<file path="config.mk">
export PLATFORM = sky130hd
export DESIGN_NAME = dac_chain_writer
export DESIGN_NICKNAME = d
export VERILOG_FILES = /design/src/rtl/dcw_pkg.sv /design/src/rtl/dcw_timer.sv /design/src/rtl/dcw_shift.sv /design/src/rtl/dac_chain_writer.sv
export SDC_FILE = /design/constraint.sdc
export NUM_CORES = 1
export LEC_CHECK = 0
export CAP_MARGIN = 30
export CORE_MARGIN = 2
export CORE_UTILIZATION = 63
export DETAILED_ROUTE_END_ITERATION = 12
export DONT_BUFFER_PORTS = 1
export PLACE_DENSITY = 0.79
export SKIP_CTS_REPAIR_TIMING = 1
export SYNTH_ARGS = -nofsm -noshare
export SYNTH_HDL_FRONTEND = slang
export SYNTH_SLANG_ARGS = --single-unit
</file>
<file path="constraint.sdc">
create_clock -name clk -period 2.96 [get_ports clk]
set_input_delay 0.592 -clock clk [delete_from_list [all_inputs] [get_ports clk]]
set_output_delay 0.592 -clock clk [all_outputs]
set_load 0.02 [all_outputs]
</file>
<file path="src/rtl/dcw_pkg.sv">
package dcw_pkg;
  typedef enum logic [2:0] {
    ST_IDLE,
    ST_LEAD,
    ST_HIGH,
    ST_LOW,
    ST_TAIL,
    ST_GAP
  } dcw_state_e;
endpackage

</file>
<file path="src/rtl/dcw_timer.sv">
module dcw_timer #(
  parameter int W      = 8,
  parameter int RST_VAL = 0
) (
  input  logic         clk,
  input  logic         rst,
  input  logic         load,
  input  logic [W-1:0] load_val,
  output logic         expired
);
  logic [W-1:0] cnt_q;

  always_ff @(posedge clk) begin
    if (rst)                cnt_q <= W'(RST_VAL);
    else if (load)          cnt_q <= load_val;
    else if (cnt_q != '0)   cnt_q <= cnt_q - 1'b1;
  end

  assign expired = (cnt_q == '0);
endmodule

</file>
<file path="src/rtl/dcw_shift.sv">
module dcw_shift #(
  parameter int W = 8
) (
  input  logic         clk,
  input  logic         rst,
  input  logic         load,
  input  logic [W-1:0] load_val,
  input  logic         shift,
  input  logic         sin,
  output logic [W-1:0] q
);
  always_ff @(posedge clk) begin
    if (rst)        q <= '0;
    else if (load)  q <= load_val;
    else if (shift) q <= {q[W-2:0], sin};
  end
endmodule

</file>
<file path="src/rtl/dac_chain_writer.sv">
module dac_chain_writer
  import dcw_pkg::*;
#(
  parameter int N_DEV    = 3,
  parameter int CODE_W   = 12,
  parameter int LEAD_CYC = 10,
  parameter int HIGH_CYC = 10,
  parameter int LOW_CYC  = 30,
  parameter int LAG_CYC  = 10,
  parameter int CSH_CYC  = 13,
  parameter bit RB_EN    = 1'b1
) (
  input  logic                      clk,
  input  logic                      rst,
  input  logic                      in_valid,
  output logic                      in_ready,
  input  logic [N_DEV*CODE_W-1:0]   in_codes,
  output logic                      sclk,
  output logic                      sdata,
  output logic                      cs_n,
  input  logic                      sdi,
  output logic                      done,
  output logic [N_DEV*CODE_W-1:0]   rb_data
);
  localparam int FRAME_W = N_DEV * CODE_W;
  localparam int MAX_A   = (LEAD_CYC > HIGH_CYC) ? LEAD_CYC : HIGH_CYC;
  localparam int MAX_B   = (LOW_CYC > LAG_CYC) ? LOW_CYC : LAG_CYC;
  localparam int MAX_C   = (MAX_A > MAX_B) ? MAX_A : MAX_B;
  localparam int MAX_CYC = (MAX_C > CSH_CYC) ? MAX_C : CSH_CYC;
  localparam int TMR_W   = $clog2(MAX_CYC + 1);
  localparam int BIT_W   = $clog2(FRAME_W + 1);

  dcw_state_e         state_q, state_d;
  logic [BIT_W-1:0]   bits_q, bits_d;
  logic               done_q, done_d;
  logic               tmr_load, tmr_zero;
  logic [TMR_W-1:0]   tmr_val;
  logic               tx_load, tx_shift, rx_shift;
  logic [FRAME_W-1:0] tx_q;

  dcw_timer #(.W(TMR_W), .RST_VAL(CSH_CYC - 1)) u_timer (
    .clk(clk), .rst(rst), .load(tmr_load), .load_val(tmr_val), .expired(tmr_zero)
  );

  dcw_shift #(.W(FRAME_W)) u_tx (
    .clk(clk), .rst(rst), .load(tx_load), .load_val(in_codes),
    .shift(tx_shift), .sin(1'b0), .q(tx_q)
  );

  generate
    if (RB_EN) begin : g_rb
      dcw_shift #(.W(FRAME_W)) u_rx (
        .clk(clk), .rst(rst), .load(1'b0), .load_val('0),
        .shift(rx_shift), .sin(sdi), .q(rb_data)
      );
    end else begin : g_no_rb
      assign rb_data = '0;
    end
  endgenerate

  always_comb begin
    state_d  = state_q;
    bits_d   = bits_q;
    done_d   = 1'b0;
    tmr_load = 1'b0;
    tmr_val  = '0;
    tx_load  = 1'b0;
    tx_shift = 1'b0;
    rx_shift = 1'b0;
    unique case (state_q)
      ST_IDLE: if (in_valid) begin
        state_d  = ST_LEAD;
        tmr_load = 1'b1;
        tmr_val  = TMR_W'(LEAD_CYC - 1);
        tx_load  = 1'b1;
        bits_d   = BIT_W'(FRAME_W);
      end
      ST_LEAD, ST_LOW: if (tmr_zero) begin
        state_d  = ST_HIGH;
        tmr_load = 1'b1;
        tmr_val  = TMR_W'(HIGH_CYC - 1);
        rx_shift = 1'b1;
      end
      ST_HIGH: if (tmr_zero) begin
        tmr_load = 1'b1;
        if (bits_q == BIT_W'(1)) begin
          state_d = ST_TAIL;
          tmr_val = TMR_W'(LAG_CYC - 1);
        end else begin
          state_d  = ST_LOW;
          tmr_val  = TMR_W'(LOW_CYC - 1);
          tx_shift = 1'b1;
          bits_d   = bits_q - 1'b1;
        end
      end
      ST_TAIL: if (tmr_zero) begin
        state_d  = ST_GAP;
        tmr_load = 1'b1;
        tmr_val  = TMR_W'(CSH_CYC - 1);
        done_d   = 1'b1;
      end
      ST_GAP: if (tmr_zero) state_d = ST_IDLE;
      default: state_d = ST_IDLE;
    endcase
  end

  always_ff @(posedge clk) begin
    if (rst) begin
      state_q <= ST_GAP;
      bits_q  <= '0;
      done_q  <= 1'b0;
    end else begin
      state_q <= state_d;
      bits_q  <= bits_d;
      done_q  <= done_d;
    end
  end

  assign in_ready = (state_q == ST_IDLE);
  assign sclk     = (state_q == ST_HIGH);
  assign cs_n     = (state_q == ST_IDLE) || (state_q == ST_GAP);
  assign sdata    = tx_q[FRAME_W-1];
  assign done     = done_q;
endmodule

</file>
==> flow_summary.json, run 1 <==
{
  "arrival_ns": 2.42,
  "core_sq_mm": 0.00585,
  "die_width_um": 81.2,
  "num_vias": 2889,
  "status": "completed",
  "synth_top_area_cell": "dfxtp_1",
  "root_buffer": "clkbuf_8",
  "fillCellCount": 490,
  "ant_nets": 0,
  "synth_ff_type": "dfxtp_1",
  "relSlewSlack_pct": 53.3,
  "start_kind": "flip-flop",
  "antenna_found_initial": 0,
  "drive_above_1_share_pct": 6.22,
  "clk_pin_slew_ns": 0.08,
  "ir_drop_mv": 0.343,
  "p_leak_nw": 1.57,
  "drc": 0,
  "tns_ns": 0,
  "area_growth_pct": 4.64,
  "min_period_over_period_pct": 73.4,
  "ys_seq_area_share_pct": 46.4,
  "tightest_slew_ns": 0.701,
  "crit_required_ns": 3.21,
  "grt_overflow": 0,
  "wl_per_cell_um": 14.9,
  "place_congestion": 0.769,
  "synth_area_per_cell_sq_um": 8.68,
  "max_freq_mhz": 460,
  "async_flop_share_pct": 0,
  "cts_tree": "built",
  "slew_viol_final": 0,
  "synth_top_area_share_pct": 46.4,
  "grtUsageTotal_pct": 22.8,
  "dieArea_sq_mm": 0.00659,
  "crit_chain": "nor3b_2 -> buf_4 -> o211ai_4 -> buf_4 -> mux2i_1 -> a211oi_1",
  "synth_cells": 432,
  "io_pins": 81,
  "hold_class": "in -> reg",
  "clockBufferDepth": 2,
  "hold_viol_final": 0,
  "fin_skew_ns": 0.00859,
  "crit_type": "reg -> reg",
  "critPathSlowestCell": "dfxtp_1",
  "io_buffer_count": 0,
  "grt_pass1_vias": 2597,
  "final_cell_mix": "dfxtp_1 (87), nand2_1 (80), nor2_1 (45)",
  "wirelength_mm": 7.33,
  "drtPass1Iterations": 4,
  "clock_sinks": 87,
  "diodes": 0,
  "cp-end-kind": "flip-flop",
  "ys_ff_latch": 87,
  "clock_latency_ns": 0.35,
  "cpPeakStageDelay_ns": 0.73,
  "detail_route.iter0.violations": 129,
  "grt_start_max_net_pins": 89,
  "synth_area_leaders": "dfxtp_1 (46%), mux2i_1 (10%), nand2_1 (8.0%)",
  "synthDistinctLibCells": 45,
  "cpMostUsedCell": "buf_4",
  "synth_edf_count": 0,
  "setup_slack_ns": 0.787,
  "via_per_inst": 5.86,
  "power.density_mw_per_mm2": 547,
  "cts_buffers": 9,
  "finalSetupViolations": 0,
  "cts-htree-levels": 3,
  "worst-path-max-fanout": 38,
  "yosysWarnings": 0,
  "syn-cell-area_sq_mm": 0.00375,
  "die_y_um": 81.2,
  "dp_hpwl_mm": 4.66,
  "synth_fp_nets": 475,
  "grt_pass1_wl_mm": 11.7,
  "period_needed_ns": 2.17,
  "maxCapViolations": 0,
  "row_count": 28,
  "initial_core_util_pct": 64.1,
  "fin_nets": 456,
  "rsz0062_at_grt": "no",
  "layout_commonest_cell": "dfxtp_1",
  "place_ws_ns": 0.811
}
==> stage by stage <==
step	area (sq um)	utilization [%]	power, mW	hold WS (ns)	cells
floorplan	3750	-	1.30	0.447	432
global placement	3710	63.4	1.29	0.449	477
detailed placement	3710	63.4	1.29	0.454	477
CTS	3920	67.1	2.17	0.289	493
global route	3920	67.1	2.23	0.286	493
finish	3920	67.1	2.15	0.307	493
==> metal layers <==
layer  vias up  global-route usage, %  wire, um
met4         0                   8.81        62
met3         9                   9.00       575
met1      1346                   27.6      3200
met2        77                   36.4      3490
met5         -                      0         0
li1       1457                      -         -
==> cell type report <==
cell class | instances | area [sq um] | share of cell area, %
clock buffer | 11 | 131 | 3.35
inverter | 4 | 15.0 | 0.383
sequential | 87 | 1740 | 44.4
tap | 75 | 93.8 | 2.39
clock inverter | 5 | 81.3 | 2.07
multi-input combinational | 304 | 1810 | 46.1
timing repair buffer | 7 | 52.6 | 1.34
==> cells in the mapped netlist (all sizes together), types with 2 or more instances <==
library cell  instances
or3                   3
nor2                 45
and3                  3
ha                    3
dfxtp                87
mux2i                39
clkbuf               25
nor4b                 2
o21ai                 5
a31oi                 3
nor3                  8
buf                  12
nand2b                2
a21oi                44
nand2                80
inv                   4
nor2b                 3
nor3b                 2
xor2                  3
nand3                 3
a211oi               38
or4b                  2
nor4                  2
==> sequential cells by signal, summed over array words and instances (netlist names) <==
| register | flops |
|---|---|
| u_tx.q | 36 |
| bits_q | 6 |
| u_timer.cnt_q | 5 |
| done | 1 |
| g_rb.u_rx.q | 36 |
| state_q | 3 |
==> path summary, 6_finish.rpt <==
| kind | start | endpoint | slack, ns | cells after the start |
|---|---|---|---|---|
| max | state_q[2]$_SDFFE_PP1P_ | u_tx.q[23]$_SDFFE_PP0P_ | 0.79 | 6 |
| max reg2reg | state_q[2]$_SDFFE_PP1P_ | u_tx.q[23]$_SDFFE_PP0P_ | 0.79 | 6 |
| min | rst | bits_q[5]$_SDFFE_PP0P_ | 0.31 | 1 |
| min reg2reg | u_tx.q[0]$_SDFFE_PP0P_ | u_tx.q[0]$_SDFFE_PP0P_ | 0.46 | 2 |
==> critical path, delay by kind of cell (launching register included) <==
family          cells  cell delay (ns)
simple gates        1             0.09
compound gates      2             0.34
buf+inv             2             0.73
flops               1             0.73
mux                 1             0.17
==> power by group <==
| group | internal (mW) | total, mW | switching [mW] | leakage (nW) |
|---|---|---|---|---|
| registers | 1.18 | 1.20 | 0.0209 | 0.702 |
| clock network | 0.478 | 0.880 | 0.402 | 0.104 |
| logic | 0.0324 | 0.0619 | 0.0295 | 0.761 |
==> kinds of logic (layout without fill, tap and decap cells) <==
family	after synthesis	in the layout	share of synthesized area (%)
flip-flops	87	87	46.4
multiplexers	40	40	10.7
XOR/XNOR	4	4	0.934
AND/OR/NAND/NOR	161	161	19.2
buffers and inverters	41	27	5.57
AO/OA/AOI/OAI	96	96	16.1
adder cells (fa/ha/maj)	3	3	1.00
No activity file was read; power rests on OpenSTA's default activity.
==> run 2, diff against run 1 <==
Settings changed: ABC_AREA set to 1.
Clock period 2.96 ns to 2.2 ns, I/O delays scaled along.
==> run 2 against run 1 <==
Die area grew 3.1%. Sequential share of layout area shrank 1.8 points. Synthesized cell count increased by 31%. Cell area increased by 4.2%. First-iteration DRC count grew 78%. Highest routed layer unchanged. Critical path depth is 1 higher. Core utilization increased by 2.0 points.
==> flow_summary.json, run 2 <==
{
  "clockBufferDepth": 2,
  "critPathSlowestCell": "dfxtp_1",
  "cpMostUsedCell": "nor2_1",
  "wl_per_cell_um": 12.9,
  "antenna_found_initial": 0,
  "slew_viol_final": 0,
  "cp-end-kind": "flip-flop",
  "tns_ns": 0,
  "worst-path-max-fanout": 36,
  "fin_skew_ns": 0.00996,
  "place_congestion": 0.932,
  "cts_tree": "built",
  "relSlewSlack_pct": 60.7,
  "die_y_um": 82.4,
  "reg2reg_to": "g_rb.u_rx.q[34]$_SDFFE_PP0P_",
  "die_width_um": 82.4,
  "io_buffer_count": 0,
  "grt_overflow": 0,
  "internal-power_mw": 2.16,
  "setup_slack_ns": 0.371,
  "place_ws_ns": 0.396,
  "drc": 0,
  "syn-cell-area_sq_mm": 0.00387,
  "num_vias": 3480,
  "arrival_ns": 2.06,
  "maxCapViolations": 0,
  "p_leak_nw": 1.83,
  "period_needed_ns": 1.83,
  "drtPass1Iterations": 5,
  "start_kind": "flip-flop",
  "synth_area_per_cell_sq_um": 6.84,
  "core_sq_mm": 0.00592,
  "min_period_over_period_pct": 83.1,
  "rsz0062_at_grt": "no",
  "cts_buffers": 9,
  "synth_top_area_cell": "dfxtp_1",
  "root_buffer": "clkbuf_8",
  "crit_required_ns": 2.43,
  "synthDistinctLibCells": 25,
  "tightest_slew_ns": 0.589,
  "dp_hpwl_mm": 5.31,
  "initial_core_util_pct": 65.4,
  "p_comb_share_pct": 3.4,
  "grt_pass1_vias": 2958,
  "synthTopCellsByCount": "nand2_1 (178), dfxtp_1 (87), nor2_1 (82), a21oi_1 (52), nand3_1 (50)",
  "synth_cells": 566,
  "reg_top3": "g_rb.u_rx.q (36), u_tx.q (36), bits_q (6)",
  "diodes": 0,
  "fillCellCount": 521,
  "crit_chain": "inv_1 -> ha_1 -> nand3_4 -> nor2_2 -> inv_2 -> nor2_1 -> nor2_1",
  "clk_pin_slew_ns": 0.09,
  "grt_start_max_net_pins": 58,
  "synth_ff_type": "dfxtp_1",
  "ir_drop_mv": 0.469,
  "via_per_inst": 5.52,
  "worstSetupEndpoint": "g_rb.u_rx.q[34]$_SDFFE_PP0P_",
  "async_flop_share_pct": 0,
  "synth_edf_count": 0,
  "r2r_start": "u_timer.cnt_q[0]$_SDFFE_PP0P_",
  "final_cell_mix": "nand2_1 (178), dfxtp_1 (87), nor2_1 (82)",
  "cts-htree-levels": 3,
  "grt_pass1_wl_mm": 12.9,
  "synth_top_area_share_pct": 45.0,
  "power.switching_mw": 0.667,
  "detail_route.iter0.violations": 229,
  "drive_above_1_share_pct": 6.47,
  "clock_latency_ns": 0.35,
  "grtUsageTotal_pct": 24.3,
  "status": "completed",
  "hold_class": "in -> reg",
  "clock_sinks": 87,
  "area_growth_pct": 5.52,
  "io_pins": 81,
  "netSwitchingFraction_pct": 23.6,
  "yosysWarnings": 0,
  "finalSetupViolations": 0,
  "dieArea_sq_mm": 0.00679,
  "crit_start": "u_timer.cnt_q[0]$_SDFFE_PP0P_",
  "fin_nets": 594,
  "wirelength_mm": 8.14,
  "crit_type": "reg -> reg",
  "ant_nets": 0,
  "max_freq_mhz": 547,
  "layout_commonest_cell": "nand2_1",
  "ys_ff_latch": 87,
  "cpPeakStageDelay_ns": 0.31,
  "worst-r2r-setup-slack_ns": 0.37,
  "seqPwrFrac_pct": 56.8,
  "hold_viol_final": 0,
  "ys_seq_area_share_pct": 45.0,
  "yosysMostFrequentCell": "nand2_1",
  "synth_fp_nets": 609,
  "synth_area_leaders": "dfxtp_1 (45%), nand2_1 (17%), nor2_1 (7.9%)",
  "power.density_mw_per_mm2": 692,
  "power.share.clock_pct": 39.9,
  "rr_worst_depth": 7,
  "row_count": 28
}
-- run 2: cell families (layout without fill, tap and decap cells) --
logic type / Yosys count / count (layout) / synth area share, %
AO/OA/AOI/OAI: 95 / 95 / 12.4
XOR/XNOR: 3 / 3 / 0.678
buffers and inverters: 57 / 47 / 6.52
adder cells (fa/ha/maj): 3 / 3 / 0.969
flip-flops: 87 / 87 / 45.0
AND/OR/NAND/NOR: 321 / 321 / 34.5
-- run 2: area by class of cell --
class	instances	area, sq um	area share, %
Timing Repair Buffer	8	85.1	2.08
Multi-Input combinational cell	422	1880	46.0
Inverter	23	86.3	2.11
Sequential cell	87	1740	42.6
Clock inverter	7	77.6	1.90
Clock buffer	9	124	3.03
Tap cell	75	93.8	2.30
-- run 2: how the worst min path moves through the flow --
stage                             startpoint                       endpoint  slack (ns)  depth (start not counted)
2_1_floorplan  u_timer.cnt_q[1]$_SDFFE_PP0P_  u_timer.cnt_q[1]$_SDFFE_PP0P_        0.46                          2
3_3_place_gp          u_tx.q[8]$_SDFFE_PP0P_         u_tx.q[8]$_SDFFE_PP0P_        0.46                          2
3_5_place_dp          u_tx.q[0]$_SDFFE_PP0P_         u_tx.q[0]$_SDFFE_PP0P_        0.47                          2
4_1_cts                                  rst         u_tx.q[4]$_SDFFE_PP0P_        0.14                          1
5_1_grt                                  rst  u_timer.cnt_q[1]$_SDFFE_PP0P_        0.13                          1
6_report                                 rst  u_timer.cnt_q[1]$_SDFFE_PP0P_        0.15                          1
-- run 2: power groups by stage --
stage | registers [mW] | logic [mW] | clock network [mW]
detailed placement | 1.64 | 0.0937 | 0
finish | 1.61 | 0.0949 | 1.13
floorplan | 1.64 | 0.0872 | 0
global route | 1.61 | 0.110 | 1.22
global placement | 1.64 | 0.0901 | 0
CTS | 1.61 | 0.0942 | 1.15
-- run 2: per-layer routing --
layer / GRT usage, % / vias to the layer above / routed length, um
li1: - / 1777 / -
met1: 30.1 / 1579 / 3550
met2: 39.5 / 109 / 3840
met3: 7.72 / 15 / 588
met4: 9.17 / 0 / 163
met5: 0 / - / 0
-- run 2: critical path: cells and delay by family (launching register included) --
kind	cells	cell delay, ns
AND/OR/NAND/NOR	4	0.72
buffers and inverters	2	0.39
flip-flops	1	0.31
adder cells (fa/ha/maj)	1	0.27
-- run 2: stage by stage --
step	cells	hold WS, ns	cell area, sq um	power, mW	util [%]
after floorplan	566	0.457	3870	1.73	-
after global placement	615	0.462	3890	1.73	65.6
after detailed placement	615	0.467	3890	1.74	65.6
after CTS	631	0.137	4090	2.85	69.0
after global routing	631	0.127	4090	2.94	69.0
final	631	0.154	4090	2.83	69.0
==> run 3, diff against run 2 <==
Clock period 2.2 ns to 1.85 ns, I/O delays scaled along.
==> run 3 against run 2 <==
Clock-buffer cell count up 2. Die area unchanged. Non-clock buffer count up 2. Flip-flop and latch count unchanged. Clock power up 16%. Core utilization up 0.40 points. Wire length down 0.43%. Final cell count up 0.32%. Via count down 1.0%. Clock skew about the same. Register-to-register slack worse by 0.19 ns. Global-route usage about the same. Largest power group unchanged.
==> flow_summary.json, run 3 (synthesized netlist as in run 2, its figures left out) <==
{
  "grt_pass1_vias": 3089,
  "relSlewSlack_pct": 66.5,
  "io_pins": 81,
  "power.share.clock_pct": 39.2,
  "layout_commonest_cell": "nand2_1",
  "antenna_found_initial": 0,
  "status": "completed",
  "drive_above_1_share_pct": 6.63,
  "start_kind": "flip-flop",
  "critPathSlowestCell": "dfxtp_1",
  "wl_per_cell_um": 12.8,
  "clock_sinks": 87,
  "dp_hpwl_mm": 5.33,
  "diodes": 0,
  "arrival_ns": 1.30,
  "crit_family": "flip-flops",
  "slew_viol_final": 0,
  "finalSetupViolations": 0,
  "io_buffer_count": 0,
  "max_freq_mhz": 598,
  "die_y_um": 82.4,
  "drtPass1Iterations": 5,
  "seqPwrFrac_pct": 57.4,
  "place_area_sq_mm": 0.00390,
  "initial_core_util_pct": 65.4,
  "hold_class": "in -> reg",
  "cts-htree-levels": 3,
  "crit_type": "reg -> out",
  "ir_drop_mv": 0.580,
  "worst-path-max-fanout": 6,
  "rsz0062_at_grt": "no",
  "cp-end-kind": "output port",
  "fin_skew_ns": 0.00961,
  "p_leak_nw": 1.84,
  "final_cell_mix": "nand2_1 (178), dfxtp_1 (87), nor2_1 (82)",
  "dieArea_sq_mm": 0.00679,
  "tightest_slew_ns": 0.502,
  "power.density_mw_per_mm2": 810,
  "final_area_sq_mm": 0.00411,
  "netSwitchingFraction_pct": 22.1,
  "grt_start_max_net_pins": 48,
  "fin_nets": 596,
  "p_comb_share_pct": 3.4,
  "detail_route.iter0.violations": 185,
  "critPathBufInv": 1,
  "via_per_inst": 5.44,
  "clock_latency_ns": 0.35,
  "crit_required_ns": 1.48,
  "die_width_um": 82.4,
  "crit_chain": "nand3_4 -> inv_1",
  "min_period_over_period_pct": 90.4,
  "grt_pass1_wl_mm": 12.9,
  "internal-power_mw": 2.60,
  "num_vias": 3445,
  "cts_tree": "built",
  "cts_buffers": 9,
  "grt_overflow": 0,
  "row_count": 28,
  "core_sq_mm": 0.00592,
  "period_needed_ns": 1.67,
  "clockBufferDepth": 2,
  "cpPeakStageDelay_ns": 0.51,
  "area_growth_pct": 6.14,
  "grtUsageTotal_pct": 24.3,
  "maxCapViolations": 0,
  "fillCellCount": 540,
  "ant_nets": 0,
  "clk_pin_slew_ns": 0.09,
  "wirelength_mm": 8.10,
  "tns_ns": 0,
  "reg_top3": "g_rb.u_rx.q (36), u_tx.q (36), bits_q (6)",
  "place_congestion": 0.896,
  "power.switching_mw": 0.735,
  "drc": 0,
  "hold_viol_final": 0,
  "root_buffer": "clkbuf_8"
}
## run 3: cell types whose count changed in the layout (fill, tap and decap cells not counted)
cell | previous run | this run
clkinv_4 | 1 | 2
nor2_2 | 2 | 1
clkbuf_8 | 9 | 10
buf_6 | 0 | 1
clkinv_2 | 1 | 2
clkinvlp_4 | 1 | 0
clkbuf_1 | 0 | 1
buf_4 | 6 | 7
nor2_4 | 2 | 3
inv_6 | 3 | 0
inv_2 | 3 | 2
inv_4 | 0 | 1
## run 3: final timing paths
check | startpoint | endpoint | cells after the start | slack [ns]
worst max-delay path | state_q[1]$_SDFFE_PP0P_ | sclk | 2 | 0.18
worst min-delay path | rst | state_q[1]$_SDFFE_PP0P_ | 1 | 0.08
worst min register to register | u_tx.q[33]$_SDFFE_PP0P_ | u_tx.q[33]$_SDFFE_PP0P_ | 2 | 0.48
worst max register to register | u_timer.cnt_q[0]$_SDFFE_PP0P_ | u_tx.q[8]$_SDFFE_PP0P_ | 9 | 0.18
## run 3: worst register-to-register path: cells and delay by family (launching register included)
| family | cells | cell delay, ns |
|---|---|---|
| compound gates | 1 | 0.14 |
| buf+inv | 2 | 0.32 |
| flops | 1 | 0.31 |
| simple gates | 5 | 0.55 |
| fa+ha+maj | 1 | 0.26 |
## run 3: cell type report
type	instances	area [sq um]	share of cell area, %
multi-input cells	422	1880	45.8
clock buffers	11	141	3.44
repair buffers	10	104	2.53
flip-flops and latches	87	1740	42.4
inverters	23	88.8	2.16
well taps	75	93.8	2.28
clock inverters	5	57.6	1.40
## run 3: power groups by stage
stage	Clock (mW)	Sequential (mW)	Combinational, mW
2_1_floorplan	0	1.95	0.104
3_3_place_gp	0	1.95	0.106
3_5_place_dp	0	1.96	0.111
4_1_cts	1.34	1.91	0.111
5_1_grt	1.39	1.91	0.126
6_report	1.31	1.91	0.112
## run 3: through the flow
stage / util (%) / std cells / worst slack [ns] / power, mW / hold WS, ns
final: 69.4 / 633 / 0.178 / 3.33 / 0.0833
after global routing: 69.4 / 633 / 0.0241 / 3.43 / 0.0626
after CTS: 69.3 / 633 / 0.158 / 3.36 / 0.0632
after detailed placement: 65.9 / 617 / 0.190 / 2.07 / 0.446
after global placement: 65.9 / 617 / 0.278 / 2.06 / 0.443
after floorplan: - / 566 / 0.341 / 2.05 / 0.457
## run 3: routing by layer
layer	vias to the layer above	global-route usage, %	wire length [um]
met5	-	0	0
met4	0	11.3	174
met3	15	8.04	596
met2	98	40.2	3760
met1	1551	28.4	3580
li1	1781	-	-
